`config.mk`:
```
export PLATFORM = sky130hd
export DESIGN_NAME = plat_rst_seq
export DESIGN_NICKNAME = d
export VERILOG_FILES = /design/src/rtl/plat_rst_seq_pkg.sv /design/src/rtl/prs_sync.sv /design/src/rtl/prs_debounce.sv /design/src/rtl/prs_rail_timer.sv /design/src/rtl/plat_rst_seq.sv
export SDC_FILE = /design/constraint.sdc
export NUM_CORES = 1
export LEC_CHECK = 0
export ABC_AREA = 1
export BUFFER_PORTS_ARGS = -buffer_cell sky130_fd_sc_hd__buf_2
export CAP_MARGIN = 20
export CELL_PAD_IN_SITES_DETAIL_PLACEMENT = 2
export CELL_PAD_IN_SITES_GLOBAL_PLACEMENT = 2
export CORE_MARGIN = 5
export CORE_UTILIZATION = 37
export DETAILED_ROUTE_END_ITERATION = 8
export GPL_TIMING_DRIVEN = 0
export PLACE_DENSITY = 0.83
export RECOVER_POWER = 50
export SLEW_MARGIN = 20
export SYNTH_ARGS = -nofsm -noshare
export SYNTH_HDL_FRONTEND = slang
export SYNTH_SLANG_ARGS = --single-unit
```
`constraint.sdc`:
```
create_clock -name clk -period 1.9 [get_ports clk]
set_input_delay 0.285 -clock clk [delete_from_list [all_inputs] [get_ports clk]]
set_output_delay 0.285 -clock clk [all_outputs]
set_load 0.05 [all_outputs]
```
`src/rtl/plat_rst_seq_pkg.sv`:
```
package plat_rst_seq_pkg;

    typedef enum logic [2:0] {
        ST_OFF       = 3'd0,
        ST_RAIL_WAIT = 3'd1,
        ST_RUN       = 3'd2,
        ST_SLEEP     = 3'd3,
        ST_WARM_HOLD = 3'd4,
        ST_COLD_HOLD = 3'd5
    } seq_state_t;

endpackage

```
`src/rtl/prs_sync.sv`:
```
module prs_sync #(
    parameter int   STAGES    = 2,
    parameter logic RESET_VAL = 1'b0
) (
    input  logic clk,
    input  logic arst_n,
    input  logic d,
    output logic q
);
    logic [STAGES-1:0] chain;

    always_ff @(posedge clk or negedge arst_n) begin
        if (!arst_n) begin
            chain <= {STAGES{RESET_VAL}};
        end else begin
            chain <= {chain[STAGES-2:0], d};
        end
    end

    assign q = chain[STAGES-1];
endmodule

```
`src/rtl/prs_debounce.sv`:
```
module prs_debounce #(
    parameter int DEB_TICKS = 16
) (
    input  logic clk,
    input  logic rst_n,
    input  logic tick,
    input  logic btn_n_sync,
    output logic press_pulse
);
    localparam int CW = $clog2(DEB_TICKS + 1);
    localparam logic [CW-1:0] LAST = CW'(DEB_TICKS - 1);

    logic          stable_n;
    logic [CW-1:0] cnt;

    always_ff @(posedge clk or negedge rst_n) begin
        if (!rst_n) begin
            stable_n    <= 1'b1;
            cnt         <= '0;
            press_pulse <= 1'b0;
        end else begin
            press_pulse <= 1'b0;
            if (btn_n_sync == stable_n) begin
                cnt <= '0;
            end else if (tick) begin
                if (cnt == LAST) begin
                    stable_n    <= btn_n_sync;
                    cnt         <= '0;
                    press_pulse <= ~btn_n_sync;
                end else begin
                    cnt <= cnt + 1'b1;
                end
            end
        end
    end
endmodule

```
`src/rtl/prs_rail_timer.sv`:
```
module prs_rail_timer #(
    parameter int RAIL_TICKS = 100
) (
    input  logic clk,
    input  logic rst_n,
    input  logic run,
    input  logic tick,
    output logic done
);
    localparam int CW = $clog2(RAIL_TICKS + 1);
    localparam logic [CW-1:0] FULL = CW'(RAIL_TICKS);

    logic [CW-1:0] cnt;

    always_ff @(posedge clk or negedge rst_n) begin
        if (!rst_n) begin
            cnt <= '0;
        end else if (!run) begin
            cnt <= '0;
        end else if (tick && cnt != FULL) begin
            cnt <= cnt + 1'b1;
        end
    end

    assign done = (cnt == FULL);
endmodule

```
`src/rtl/plat_rst_seq.sv`:
```
module plat_rst_seq
    import plat_rst_seq_pkg::*;
#(
    parameter int RAIL_TICKS  = 100,
    parameter int DEB_TICKS   = 16,
    parameter int SYNC_STAGES = 2
) (
    input  logic clk,
    input  logic rst_n,
    input  logic tick,
    input  logic core_pg_async,
    input  logic sys_pg,
    input  logic rst_btn_n,
    input  logic sleep_state,
    input  logic cold_req,
    input  logic warm_req,
    input  logic global_req,
    output logic plat_rst_n,
    output logic btn_rst_pulse
);
    seq_state_t state, nxt;

    logic core_arst_n;
    logic core_pg_sync;
    logic btn_n_sync;
    logic rail_done;
    logic pg_ok;
    logic cold_any;
    logic warm_any;
    logic release_q;

    // Loss of core power-good clears the synchronizer at once
    assign core_arst_n = rst_n & core_pg_async;

    prs_sync #(.STAGES(SYNC_STAGES), .RESET_VAL(1'b0)) u_core_sync (
        .clk    (clk),
        .arst_n (core_arst_n),
        .d      (1'b1),
        .q      (core_pg_sync)
    );

    prs_sync #(.STAGES(SYNC_STAGES), .RESET_VAL(1'b1)) u_btn_sync (
        .clk    (clk),
        .arst_n (rst_n),
        .d      (rst_btn_n),
        .q      (btn_n_sync)
    );

    prs_debounce #(.DEB_TICKS(DEB_TICKS)) u_debounce (
        .clk         (clk),
        .rst_n       (rst_n),
        .tick        (tick),
        .btn_n_sync  (btn_n_sync),
        .press_pulse (btn_rst_pulse)
    );

    prs_rail_timer #(.RAIL_TICKS(RAIL_TICKS)) u_rail (
        .clk   (clk),
        .rst_n (rst_n),
        .run   (state == ST_RAIL_WAIT),
        .tick  (tick),
        .done  (rail_done)
    );

    assign pg_ok    = core_pg_sync & sys_pg;
    assign cold_any = cold_req | global_req;
    assign warm_any = warm_req | btn_rst_pulse;

    // State register
    always_ff @(posedge clk or negedge rst_n) begin
        if (!rst_n) begin
            state <= ST_OFF;
        end else begin
            state <= nxt;
        end
    end

    // Next-state logic
    always_comb begin
        nxt = state;
        if (!pg_ok) begin
            nxt = ST_OFF;
        end else begin
            unique case (state)
                ST_OFF: begin
                    nxt = cold_any ? ST_COLD_HOLD : ST_RAIL_WAIT;
                end
                ST_RAIL_WAIT: begin
                    if (cold_any)        nxt = ST_COLD_HOLD;
                    else if (!rail_done) nxt = ST_RAIL_WAIT;
                    else if (warm_any)   nxt = ST_WARM_HOLD;
                    else if (sleep_state) nxt = ST_SLEEP;
                    else                 nxt = ST_RUN;
                end
                ST_RUN: begin
                    if (cold_any)         nxt = ST_COLD_HOLD;
                    else if (warm_any)    nxt = ST_WARM_HOLD;
                    else if (sleep_state) nxt = ST_SLEEP;
                    else                  nxt = ST_RUN;
                end
                ST_SLEEP: begin
                    if (cold_any)         nxt = ST_COLD_HOLD;
                    else if (warm_any)    nxt = ST_WARM_HOLD;
                    else if (sleep_state) nxt = ST_SLEEP;
                    else                  nxt = ST_RUN;
                end
                ST_WARM_HOLD: begin
                    if (cold_any)         nxt = ST_COLD_HOLD;
                    else if (warm_any)    nxt = ST_WARM_HOLD;
                    else if (sleep_state) nxt = ST_SLEEP;
                    else                  nxt = ST_RUN;
                end
                ST_COLD_HOLD: begin
                    nxt = cold_any ? ST_COLD_HOLD : ST_RAIL_WAIT;
                end
                default: nxt = ST_OFF;
            endcase
        end
    end

    // Output register: release only in the running state
    always_ff @(posedge clk or negedge rst_n) begin
        if (!rst_n) begin
            release_q <= 1'b0;
        end else begin
            release_q <= (nxt == ST_RUN);
        end
    end

    // Asynchronous assertion path on core power-good loss
    assign plat_rst_n = release_q & core_pg_async;

endmodule

```
==> results of run 1 <==
==> cell usage after synthesis <==
cell type and number:
sky130_fd_sc_hd__nand2_1 38, sky130_fd_sc_hd__inv_1 20, sky130_fd_sc_hd__dfrtp_1 19, sky130_fd_sc_hd__nand3_1 17
sky130_fd_sc_hd__nor2_1 16, sky130_fd_sc_hd__o21ai_0 5, sky130_fd_sc_hd__o21ai_2 5, sky130_fd_sc_hd__a21oi_1 3
sky130_fd_sc_hd__dfstp_2 3, sky130_fd_sc_hd__ha_1 3, sky130_fd_sc_hd__nand2_2 3, sky130_fd_sc_hd__xor2_1 3
sky130_fd_sc_hd__nand2_4 2, sky130_fd_sc_hd__o21ai_1 2, sky130_fd_sc_hd__o21bai_1 2, sky130_fd_sc_hd__a21oi_4 1
sky130_fd_sc_hd__a31oi_1 1, sky130_fd_sc_hd__conb_1 1, sky130_fd_sc_hd__inv_2 1, sky130_fd_sc_hd__inv_4 1
sky130_fd_sc_hd__nand3_2 1, sky130_fd_sc_hd__nor2_4 1, sky130_fd_sc_hd__nor2_8 1, sky130_fd_sc_hd__nor3_2 1
sky130_fd_sc_hd__or2_2 1
==> flip-flops by register name, summed over array words and instances (netlist names) <==
| name | count |
|---|---|
| release_q | 1 |
| u_rail.cnt | 7 |
| u_debounce.cnt | 5 |
| u_debounce.stable_n | 1 |
| u_debounce.press_pulse | 1 |
| u_btn_sync.chain | 2 |
| u_core_sync.chain | 2 |
| state | 3 |
==> final cells by class <==
cell class / instances / share of cell area, %
Clock buffer: 3 / 1.60
Clock inverter: 1 / 2.14
Inverter: 22 / 6.05
Multi-Input combinational cell: 107 / 41.6
Sequential cell: 22 / 39.4
Tap cell: 44 / 3.91
Timing Repair Buffer: 13 / 5.25
==> how the worst min path moves through the flow <==
stage          slack, ns              endpoint  cells after the start
6_report            0.05   u_btn_sync.chain[0]                      1
5_1_grt             0.02   u_btn_sync.chain[0]                      1
4_1_cts             0.03   u_btn_sync.chain[0]                      1
3_5_place_dp        0.19  u_core_sync.chain[0]                      3
3_3_place_gp        0.17  u_core_sync.chain[1]                      3
2_1_floorplan      -0.01             release_q                      0
==> what timing repair did <==
| action | 4_1_cts | 5_1_grt |
|---|---|---|
| endpoints found under the hold margin | 19 | 0 |
| gates resized for setup | 0 | 0 |
| hold buffers | 2 | 0 |
==> layer usage <==
metal / track usage (%) / up-vias / wire (um)
met3: 2.66 / 2 / 66
met1: 19.8 / 524 / 1370
met5: 0 / - / 0
met4: 4.56 / 0 / 19
li1: - / 506 / -
met2: 29.4 / 14 / 1650
==> cell families (layout without fill, tap and decap cells) <==
logic type | Yosys count | in the layout | share of synthesized area (%)
adder cells (fa/ha/maj) | 3 | 3 | 3.06
AND/OR/NAND/NOR | 81 | 81 | 31.6
AO/OA/AOI/OAI | 19 | 19 | 10.7
other | 1 | 1 | 0.306
flip-flops | 22 | 22 | 45.3
buffers and inverters | 22 | 39 | 6.95
XOR/XNOR | 3 | 3 | 2.15
==> power breakdown <==
group | total, mW | switching, mW | internal, mW
Combinational | 0.105 | 0.0702 | 0.0347
Sequential | 0.495 | 0.0114 | 0.483
Clock | 0.366 | 0.152 | 0.213
Total | 0.965 | 0.234 | 0.731
==> worst register-to-register path: cells and delay by family, from the launching register on <==
kind,cells,cell delay (ns)
adder cells (fa/ha/maj),1,0.19
flip-flops,1,0.42
AND/OR/NAND/NOR,6,0.64
AO/OA/AOI/OAI,1,0.06
buffers and inverters,1,0.12
==> through the flow <==
step / setup slack, ns / utilization, % / hold WS [ns]
floorplan: 0.603 / - / -0.0106
global placement: 0.473 / 43.0 / 0.167
detailed placement: 0.384 / 43.0 / 0.185
CTS: 0.349 / 45.4 / 0.0294
global route: 0.231 / 45.3 / 0.0155
finish: 0.339 / 45.3 / 0.0457
==> results.txt, run 1 <==
The flow ran to the end, and the final reports show no timing, DRC or antenna violations. The number of global-route vias before repair is 1,220. The first global-routing pass estimated 5.54 mm of wire. The start point of the worst min-delay path was rst_btn_n.

The run gives 0.38 ns as the internal reg-to-reg setup slack. On the critical path, the stage with the largest delay is an instance of sky130_fd_sc_hd__dlygate4sd3_1. The tools report the final RePlAce weighted congestion as 0.746. The most common cell after layout, fill and taps aside is sky130_fd_sc_hd__nand2_1. The clock transition at the register clock pins on the worst setup and hold paths after CTS works out to 0.14 ns. Number of warnings issued by yosys: 0. The fraction of final layout cells with drive strength greater than 1 came out at 20.8%. The floorplan step set the die width to 67.5 um. The detail route stage leaves a number of antenna-violating nets equal to 0. Using the TritonRoute via totals, the vias-per-cell ratio works out to 4.93. Across the whole layout, storage elements account for 554 um^2. For this design, the sink count on the clock tree is 22. In this run the critical register-to-register path is launched from u_rail.cnt[0].

The logs give 4 for the number of search-and-repair iterations in the first detailed-routing pass and 1410 um^2 for the summed area of non-filler cells in the final layout. TritonCTS created 3 clock buffers. The core region is 3100 um^2. Subtracting the final worst setup slack from the clock period gives 1.56 ns.

Of all nets on the critical path, the largest fanout is 2. The number of buffers on the longest clock path came out at 2. In this run the mean area of a mapped cell was 8.11 um^2. In this run, synthesis produced a sequential element count of 22. Entering global routing, the biggest net connects 22 pins. Dividing the final minimum period by the clock period gives 82.2%. For the antenna diode instance count, the log shows 0. Detailed placement ended at an HPWL of 2.42 mm. Derived from the worst setup path, the maximum achievable clock frequency is 641 MHz. After detailed routing, the total wire length is 3.10 mm. Leaving out fill and tap cells, the most frequent cells in the layout are sky130_fd_sc_hd__nand2_1, sky130_fd_sc_hd__inv_1, sky130_fd_sc_hd__dfrtp_1. The number of antenna violations at the first check in global routing is 0, and the share of the synthesized area in the top cell type is 38.8%.

The endpoint identified for the worst register-to-register timing path is u_rail.cnt[0]. Total stage count of the critical path: 5. Maximum single-stage delay on the critical path: 0.53 ns. For this run, design rule violations remaining after detail routing come to 0. STA classifies the critical path endpoint as an output pin. The worst reg-to-reg path cell count came out at 9.

For this design the static power due to leakage is 0.699 nW. The power density over the cells came out at 686 nW/um^2. After the last flow step, the layout net total stands at 182. The logs give 30 for the violation count after the first detailed-route iteration and 39.5% for the effective utilization at floorplan. The total overflow left after global routing is 0. The run gives 25 as the number of distinct library cell variants in the gate-level netlist after synthesis. Summing all multi-input logic gate instances after layout gives 586 um^2.

The final setup violation count was 0; the total power after layout was 0.965 mW. From synthesis to final layout, the design area changed by 14.8%. The arrival time reported for the critical path endpoint was 1.28 ns; the number of failing hold endpoints at the final stage was 0. The max-slew violation total from the final report came out at 0. Counting stages on the worst path, the most repeated cell is sky130_fd_sc_hd__buf_2. During placement, the flow inserted port buffers numbering 11. The tools report the part of the Yosys area used for sequential elements as 45.3%. At the later pin of the worst-skew pair, clock insertion delay measures 0.31 ns. The floorplan has 20 rows. For the gate count of the mapped netlist, the log shows 151. Number of max-cap violations: 0. The critical path ends at plat_rst_n. For this block, the via count after detailed routing is 1,046. The finished layout holds 212 standard cells, fillers aside.

For the number of filler cells placed in the layout, the log shows 386. After detailed routing, the average wire length per cell comes to 14.6 um. Tracing the worst setup path back leads to its startpoint at core_pg_async.

The placed standard-cell area was 1340 um^2. STA puts the critical path data required time at 1.62 ns. The CTS root buffer was sky130_fd_sc_hd__clkbuf_4. In this run the tightest slew margin relative to its limit is 21.9%. Cell family contributing the most delay on the critical path: buffers and inverters.

sky130_fd_sc_hd__dfrtp_1 takes more of the synthesized area than any other cell. The die covers 4560 um^2. Ranked by total cell area, the synthesized netlist is headed by sky130_fd_sc_hd__dfrtp_1, sky130_fd_sc_hd__nand2_1, sky130_fd_sc_hd__nand3_1.

Post-CTS timing repair inserted 0 buffers for setup. In the global route stage, overall resource usage came out at 16.3%. The mapped netlist covers 1220 um^2. The signal on the critical path passes through dlygate4sd3_1 -> buf_2 -> nand2_1 -> inv_1 -> buf_2. The number of H-tree levels is 1, and the buffer and inverter count on the worst path is 4.

The logs give 0.292 mV for the maximum vdd ir drop and 164 for the synthesized net count. At the pin with the least slew margin, the transition time is 1.17 ns. Setup total negative slack on the finished layout was measured at 0 ns.

After detailed placement, the design holds a cell count of 206. TritonCTS built the clock tree. The vertical die dimension works out to 67.5 um.

STA classifies the critical path startpoint as an input pin. Setup repair after global routing left no endpoint under its margin. Path class of the lowest-slack min-delay path: in2reg. The clock arrives with 0.00957 ns of skew. The count of pins on the block boundary came out at 12. The path type of the worst setup path was in2out.
(Power assumes the default switching activity.)
==> inputs of run 2 (changes only) <==
--- a/config.mk
+++ b/config.mk
@@ -11,10 +11,10 @@
 export CELL_PAD_IN_SITES_DETAIL_PLACEMENT = 2
 export CELL_PAD_IN_SITES_GLOBAL_PLACEMENT = 2
 export CORE_MARGIN = 5
-export CORE_UTILIZATION = 37
+export CORE_UTILIZATION = 34
 export DETAILED_ROUTE_END_ITERATION = 8
 export GPL_TIMING_DRIVEN = 0
-export PLACE_DENSITY = 0.83
+export PLACE_DENSITY = 0.77
 export RECOVER_POWER = 50
 export SLEW_MARGIN = 20
 export SYNTH_ARGS = -nofsm -noshare
==> constraint.sdc (replaced) <==
create_clock -name clk -period 1.5 [get_ports clk]
set_input_delay 0.225 -clock clk [delete_from_list [all_inputs] [get_ports clk]]
set_output_delay 0.225 -clock clk [all_outputs]
set_load 0.05 [all_outputs]
==> results.txt, run 2 (synthesis results as in run 1) <==
The worst setup path is launched from an input pin. Routability-driven placement finished with a final weighted congestion of 0.743. The register name with the most flops is u_rail.cnt. The remaining design rule violation count was 0; the power density over the cells was 765 nW/um^2.

Die extent in x: 70.0 um. In the routed layout, each cell is associated on average with a via count of 4.85. The port buffer count is 11. The tools report the endpoint type of the worst setup path as an output pin.

The remaining antenna violation count after routing is 0. The run gives 0 as the max-slew violation total from the final report. The maximum fanout along the worst path is 2, and the fraction of final layout cells with drive strength greater than 1 is 27.6%. The run gives 13.3% as the all-layer global routing usage. 12 I/O pins were placed. The logs give 624 um^2 for the area used by multi-input combinational logic and 1.27 ns for the data required time of the critical path.

After clock tree synthesis, the clock-pin slew on the worst setup and hold paths is 0.13 ns. The clock net in this run drives a total of 22 sinks. Timing would allow up to 691 MHz. The endpoint of the worst-slack reg-to-reg timing path was u_rail.cnt[1].

The number of cells on the worst reg-to-reg path is 9. The transition at the pin with the smallest max-transition slack was 0.581 ns. After floorplanning, the core was divided into 21 placement rows. The final cell utilization of the core is 43.1%, and the total wire length after detailed routing is 3.26 mm. Data arrives at the worst endpoint at 1.22 ns. The tools report the count of vias placed by the detailed router as 1,068. Across the routed clock network, the largest skew measured is 0.00404 ns. The core region is 3420 um^2. CTS root buffer: sky130_fd_sc_hd__clkbuf_4. The design draws 1.13 mW. Vertical die dimension: 70.0 um. The number of antenna violations at the first check in global routing came out at 0. For the worst-skew pair, the clock arrives at the later sink with an insertion delay of 0.31 ns.

The portion of the clock cycle consumed by the worst path in the final layout came out at 96.5%. Most common cell after layout, fill and taps aside: sky130_fd_sc_hd__nand2_1. The flow ran to the end, and the final reports show no timing, DRC or antenna violations.

Dividing the detail-routed wire length by the instance count gives 14.8 um. For the overall overflow remaining after global route, the log shows 0. Final critical-path required period: 1.45 ns. Once the floorplan was initialized, standard cells occupied 35.9% of the core.

The number of filler cells placed in the layout came out at 406. For hold timing, the worst endpoint is state[2]. The maximum vdd ir drop came out at 0.409 mV.

Summed over all cells, the static leakage comes to 0.728 nW. Setup violations remaining at the end of the flow were counted as 0. The clock passes through at most 2 buffers. The violation count after the first detailed-route iteration was 21; the global-route wire length before repair was 5.30 mm.

The count of nets after finishing was 188; the number of cells traversed by the worst hold path was 3. Register cell area after layout: 554 um^2. Path class of the lowest-slack min-delay path: in2reg. The tools report the number of search-and-repair iterations in the first detailed-routing pass as 3.

TritonCTS built the clock tree. The tool flagged a number of max-cap violations equal to 0. Clock tree synthesis inserted a total of 3 buffers.

The run gives 61.3% as the max-slew headroom at the worst pin. The tools report the start point of the worst min-delay path as sys_pg. In the layout the commonest cells are sky130_fd_sc_hd__nand2_1, sky130_fd_sc_hd__dfrtp_1, sky130_fd_sc_hd__inv_1. Entering global routing, the biggest net connects 22 pins.

The run gives 1,210 as the number of global-route vias before repair. The number of H-tree levels is 1. For the number of failing hold endpoints at the final stage, the log shows 0. The die area came out at 4900 um^2. For the antenna diode instance count, the log shows 0. The largest registers in the layout are u_rail.cnt: 7 flops, u_debounce.cnt: 5 flops, state: 3 flops.

Across all register-to-register paths, the minimum setup slack is 0.06 ns. Compared with the post-synthesis result, the final layout area differs by 20.2%. The register with the most flip-flops in the layout has 7 of them.

The worst register-to-register path begins at u_rail.cnt[1]. The path type of the worst setup path was in2out. The run gives 2.41 mm as the sum of net half-perimeters after detailed placement.
run 2: critical path, stage by stage:
cell                            delay, ns
sky130_fd_sc_hd__dlygate4sd3_1       0.52
sky130_fd_sc_hd__buf_2               0.11
sky130_fd_sc_hd__nand2_1             0.05
sky130_fd_sc_hd__inv_1               0.06
sky130_fd_sc_hd__buf_2               0.26
run 2: stage by stage:
step | TNS, ns | hold slack [ns] | setup slack, ns | std cells | cell area [um^2]
floorplan | 0 | -0.0706 | 0.203 | 151 | 1220
detailed placement | -0.000692 | 0.126 | -0.000692 | 208 | 1340
finish | 0 | 0.213 | 0.0518 | 220 | 1470
global route | -0.102 | 0.219 | -0.0334 | 220 | 1470
global placement | 0 | 0.112 | 0.0724 | 208 | 1340
CTS | 0 | 0.190 | 0.0233 | 215 | 1400
run 2: routing by layer:
layer / vias to the layer above / wire, um / track usage (%)
met1: 535 / 1380 / 15.4
li1: 521 / - / -
met4: 0 / 29 / 4.04
met5: - / 0 / 0
met3: 4 / 46 / 1.72
met2: 8 / 1810 / 25.1
run 2: worst max-delay path by stage:
stage | endpoint | slack (ns) | startpoint | cells past startpoint
global placement | u_rail.cnt[0] | 0.07 | u_rail.cnt[0] | 9
global route | u_rail.cnt[5] | -0.03 | u_rail.cnt[1] | 8
floorplan | u_rail.cnt[2] | 0.20 | u_rail.cnt[0] | 9
finish | plat_rst_n | 0.05 | core_pg_async | 5
detailed placement | u_rail.cnt[4] | -0.0007 | u_rail.cnt[0] | 9
CTS | u_rail.cnt[4] | 0.02 | u_rail.cnt[0] | 9
run 2: cell type report:
type / count / share of cell area, %
clock buffers: 4 / 2.46
inverters: 22 / 5.78
multi-input cells: 108 / 42.4
flip-flops and latches: 22 / 37.6
well taps: 46 / 3.91
repair buffers: 18 / 7.82
run 2: timing repair:
item                                    in CTS  in global routing
hold buffers                                 3                  0
gates resized for setup                      1                  8
pin swaps                                    0                  2
setup buffers                                0                  4
hold endpoints to repair                    20                  0
endpoints found under the setup margin       1                  8
cloned                                       0                  1
run 2: where the power goes:
part           leakage (nW)  switching (mW)  internal, mW  total (mW)
Combinational         0.417          0.0997        0.0586       0.158
Clock                0.0210           0.192         0.148       0.340
Sequential            0.290          0.0149         0.612       0.627
Total                 0.728           0.307         0.819        1.13
